### src/rtl/irq_collector.sv
module irq_collector #(
  parameter int NSRC = 64,
  parameter int AW   = 9
) (
  input  logic            clk,
  input  logic            rst_n,
  input  logic [NSRC-1:0] irq_src,
  input  logic            bus_wr,
  input  logic            bus_rd,
  input  logic [AW-1:0]   bus_addr,
  input  logic [31:0]     bus_wdata,
  output logic [31:0]     bus_rdata,
  output logic            irq_out
);
  localparam int NREG   = NSRC / 4;
  localparam int IDXW   = $clog2(NSRC);
  localparam int NLVL   = 4;
  localparam int RI_VEC = 0, RI_ACK = 1, RI_CTL = 2, RI_STAT = 3;
  localparam int RI_RAW0 = 4, RI_RAW1 = 5, RI_SRC0 = 6;
  localparam int RI_VBASE = RI_SRC0 + NREG;
  localparam int RI_SCR = 31;
  localparam logic [31:0] CTL_MASK = 32'h000D_0000;
  localparam logic [31:0] SRC_MASK = 32'h0F0F_0F0F;

  function automatic logic [31:0] upd(input logic [31:0] old, input logic [31:0] w,
                                      input logic [1:0] o);
    case (o)
      2'd0:    upd = w;
      2'd1:    upd = old | w;
      2'd2:    upd = old & ~w;
      default: upd = old ^ w;
    endcase
  endfunction

  logic [AW-5:0] ridx;
  logic [1:0]    op;
  assign ridx = bus_addr[AW-1:4];
  assign op   = bus_addr[3:2];

  logic [31:0] ctl_q, vbase_q, scr_q;
  logic [31:0] sctl_q [NREG];
  logic [NLVL-1:0] insvc_q;
  logic [63:0] raw;
  assign raw = 64'(irq_src);

  logic            glb_en, rse_mode, nest_off;
  assign glb_en   = ctl_q[16];
  assign rse_mode = ctl_q[18];
  assign nest_off = ctl_q[19];

  logic [NSRC-1:0] pend;
  logic [1:0]      prio [NSRC];
  generate
    for (genvar n = 0; n < NSRC; n++) begin : g_src
      logic [7:0] fld;
      assign fld     = sctl_q[n/4][8*(n%4) +: 8];
      assign prio[n] = fld[1:0];
      assign pend[n] = fld[2] & (irq_src[n] | fld[3]);
    end
  endgenerate

  logic            found;
  logic [IDXW-1:0] best;
  logic [1:0]      bprio;
  always_comb begin
    found = 1'b0;
    best  = '0;
    bprio = '0;
    for (int n = NSRC - 1; n >= 0; n--) begin
      if (pend[n] && (!found || prio[n] >= bprio)) begin
        found = 1'b1;
        best  = IDXW'(n);
        bprio = prio[n];
      end
    end
  end

  logic [1:0] top_lvl;
  always_comb begin
    top_lvl = '0;
    for (int l = 0; l < NLVL; l++)
      if (insvc_q[l]) top_lvl = 2'(l);
  end

  logic eligible, active, enter;
  assign eligible = (insvc_q == '0) || (!nest_off && bprio > top_lvl);
  assign active   = found && eligible;
  assign irq_out  = active && glb_en;

  logic [31:0] cur_vec;
  assign cur_vec = active ? ({vbase_q[31:2], 2'b00} + {30'(best), 2'b00}) : scr_q;

  assign enter = active && (ridx == RI_VEC) &&
                 ((!rse_mode && bus_wr) || (rse_mode && bus_rd));

  logic [NLVL-1:0] ack_clr;
  assign ack_clr = (bus_wr && ridx == RI_ACK) ? bus_wdata[NLVL-1:0] : '0;

  always_ff @(posedge clk or negedge rst_n) begin
    if (!rst_n) insvc_q <= '0;
    else        insvc_q <= (insvc_q & ~ack_clr) | (enter ? NLVL'(1) << bprio : '0);
  end

  always_ff @(posedge clk or negedge rst_n) begin
    if (!rst_n) begin
      ctl_q   <= '0;
      vbase_q <= '0;
      scr_q   <= '0;
    end else if (bus_wr) begin
      if (ridx == RI_CTL)   ctl_q   <= upd(ctl_q, bus_wdata, op) & CTL_MASK;
      if (ridx == RI_VBASE) vbase_q <= upd(vbase_q, bus_wdata, op) & 32'hFFFF_FFFC;
      if (ridx == RI_SCR)   scr_q   <= upd(scr_q, bus_wdata, op);
    end
  end

  generate
    for (genvar k = 0; k < NREG; k++) begin : g_sreg
      always_ff @(posedge clk or negedge rst_n) begin
        if (!rst_n) sctl_q[k] <= '0;
        else if (bus_wr && ridx == (AW-4)'(RI_SRC0 + k))
          sctl_q[k] <= upd(sctl_q[k], bus_wdata, op) & SRC_MASK;
      end
    end
  endgenerate

  always_comb begin
    bus_rdata = '0;
    if (ridx == RI_VEC)        bus_rdata = cur_vec;
    else if (ridx == RI_CTL)   bus_rdata = ctl_q;
    else if (ridx == RI_STAT)  bus_rdata = active ? 32'(best) : '0;
    else if (ridx == RI_RAW0)  bus_rdata = raw[31:0];
    else if (ridx == RI_RAW1)  bus_rdata = raw[63:32];
    else if (ridx == RI_VBASE) bus_rdata = vbase_q;
    else if (ridx == RI_SCR)   bus_rdata = scr_q;
    else if (ridx >= RI_SRC0 && ridx < RI_VBASE)
      bus_rdata = sctl_q[ridx - (AW-4)'(RI_SRC0)];
  end
endmodule

### config.mk
export PLATFORM = sky130hd
export DESIGN_NAME = irq_collector
export DESIGN_NICKNAME = d
export VERILOG_FILES = /design/src/rtl/irq_collector.sv
export SDC_FILE = /design/constraint.sdc
export NUM_CORES = 1
export LEC_CHECK = 0
export BUFFER_PORTS_ARGS = -buffer_cell sky130_fd_sc_hd__buf_2
export CAP_MARGIN = 30
export CORE_MARGIN = 5
export CORE_UTILIZATION = 29
export CTS_CLUSTER_SIZE = 16
export DETAILED_ROUTE_END_ITERATION = 8
export HOLD_SLACK_MARGIN = 0.12
export PLACE_DENSITY = 0.53
export SLEW_MARGIN = 10
export SYNTH_ARGS = -nofsm -noshare
export SYNTH_HDL_FRONTEND = slang
export SYNTH_SLANG_ARGS = --single-unit
### constraint.sdc
create_clock -name clk -period 120.2 [get_ports clk]
set_clock_uncertainty 0.1 [all_clocks]
set_input_delay 6.01 -clock clk [delete_from_list [all_inputs] [get_ports clk]]
set_output_delay 6.01 -clock clk [all_outputs]
set_load 0.02 [all_outputs]
==> reports/metrics.yaml <==
status: "finished clean"
r2r-start: "g_src[63].fld[3]"
grt_max_degree: 166
ioPinCount: 142
finalSetupTns_ns: 0
path_clk_slew_ns: 0.05
yosys.cell_count.top_type: "ha_1"
m1WireLength_um: 74600
cts_tree: "built"
synth_nets: 5974
yosysWarningCount: 0
drv_cap: 0
crit_required_ns: 114.09
antenna_found_initial: 22
cts_setup_buffers: 0
grt_overflow: 0
hold_viol: 0
hold_class: "reg2reg"
final_layout_size_suffix_gt1_share_pct: 10.2
setup-violations-final: 0
ff2ff_setup_slack_ns: 29.52
crit_end: "bus_rdata[28]"
ys_seq_elements: 325
fp-row-count: 136
crit_path_start: "irq_src[63]"
post-place-ws_ns: 17.38
total_power_uw: 691
postSynthCellCount: 5143
vias_per_cell: 5.51
hpwl_um: 116000
start_util_pct: 29.3
r2r_cells: 409
r2r-end: "insvc_q[0]"
cp-start-kind: "input pin"
final_cell_area_mm2: 0.0447
holdPathStages: 1
ys_seq_area_share_pct: 20.2
async_reset_ff_share_pct: 100
max_freq_mhz: 9.60
power_density_mw_per_mm2: 15.5
dieArea_mm2: 0.147
cts_resized: 0
crit_top_cell: "ha_1"
p_leak_uw: 0.0201
die_x_um: 383
synth_top_area_share_pct: 22.4
syn_area_mm2: 0.0403
synthTopCellsByArea: "ha_1 22%, dfrtp_1 20%, a21oi_1 6.9%"
grt_use_total_pct: 21.1
synth_cell_types: 109
cp_slowest_stage_delay_ns: 0.85
stdcell_count: 6957
numCtsBuffers: 46
fin_crit_sh_pct: 86.7
dpl_cell_area_mm2: 0.0430
worst-setup-path-type: "in2out"
finalWeightedCongestion: 0.931
grt_pass1_wl_um: 236000
avgSynthCellArea_um2: 7.84
slowest_stage: "nor3_1"
cts.sinks: 325
post_drt_wl_per_cell_um: 23.1
synth_enable_flop_cells: 0
slew_violations: 0
io_buffers: 139
wl_met2_um: 67500
fin_crit_ns: 104.20
clk_latency_ns: 0.62
cp_max_fo: 10
worst_slack_ns: 16.00
nets: 5951
ir_worst_vdd_mv: 0.0111
worst_pin_slew_ns: 1.04
rsz0062_at_grt: "false"
holdBufCountCts: 0
slew_headroom_pct: 29.9
synth_common_cells: "721 x ha_1, 556 x a21oi_1, 454 x nand2_1, 422 x inv_1, 401 x o21ai_0"
postRouteWirelength_um: 161000
die_h_um: 383
postRouteAntennaNets: 0
drc: 0
htreeDepth: 2
ys.flop_type: "dfrtp_1"
placed_cells: 6853
drt_first_pass_iters: 6
dr.max_layer_used: "met5"
grt_pass1_vias: 34800
worst_setup_path_end_kind: "primary output"
yosysTopAreaCell: "ha_1"
hp-start: "insvc_q[0]"
root_buffer: "clkbuf_16"
cts_buffer_depth: 3
num_vias: 38300
route.met3.wl_um: 12500
arrival_ns: 98.09
core_area_mm2: 0.138
area_delta_synth_final_pct: 10.8
drt_iter0_markers: 3694
-- flip-flops by register name, summed over array words and instances, names as in the netlist --
signal and cells:
insvc_q 4, vbase_q 30, ctl_q 3, g_src.fld 256, scr_q 32
-- placed cells by master (no fill, tap or decap), types with 183 or more instances in the layout --
| cell type | netlist | layout |
|---|---|---|
| inv_1 | 422 | 411 |
| a211oi_1 | 183 | 183 |
| nand2_1 | 454 | 452 |
| nor3_1 | 350 | 344 |
| nor2_1 | 372 | 351 |
| ha_1 | 721 | 721 |
| dfrtp_1 | 325 | 325 |
| o21ai_0 | 401 | 400 |
| nor2b_1 | 318 | 318 |
| a21oi_1 | 556 | 556 |
-- kinds of logic (layout without fill, tap and decap cells) --
logic type	count (synthesis)	in the layout	synth area share [%]
other cells	0	13	0
mux	142	142	7.09
compound gates	1472	1472	22.2
flops	325	325	20.2
buf+inv	730	737	6.81
simple gates	1716	1716	20.5
xor+xnor	30	30	0.651
fa+ha+maj	728	728	22.6
-- layer usage --
metal	vias to the layer above	global-route usage [%]
met1	18700	30.4
met5	-	0
li1	18100	-
met3	239	4.20
met4	10	7.13
met2	1292	31.4
-- worst min path at each step --
stage,endpoint,slack (ns)
2_1_floorplan,insvc_q[0],0.37
3_3_place_gp,insvc_q[0],0.38
3_5_place_dp,insvc_q[0],0.41
4_1_cts,insvc_q[0],0.43
5_1_grt,insvc_q[0],0.46
6_report,insvc_q[0],0.42
-- through the flow --
stage	hold slack, ns	util (%)
final	0.422	32.4
after global routing	0.461	32.4
after CTS	0.431	32.2
after detailed placement	0.415	31.2
after global placement	0.384	31.1
after floorplan	0.366	-
-- critical path: cells and delay by family --
kind                       cells  cell delay [ns]
AOI/OAI and AO/OA            153            36.24
xor gates and xnor gates       1             0.14
adders and majority gates     70            18.90
buffers and inverters         15             1.68
muxes                         21             7.25
and+or+nand+nor              155            27.79
-- area by class of cell --
type                            count  area, um2
Inverter                          422       1580
Clock buffer                       70       1350
Timing Repair Buffer              237       1710
Antenna cell                       13       32.5
Clock inverter                      8       68.8
Multi-Input combinational cell   4088      29600
Sequential cell                   325       8130
Tap cell                         1794       2240
Fill cell                       14500      93100
-- power breakdown --
| part | internal (uW) | switching [uW] |
|---|---|---|
| sequential | 134 | 41.1 |
| combinational | 150 | 228 |
| clock | 78.9 | 59.6 |
| total | 363 | 328 |
Power figures use the tool's default switching activity.
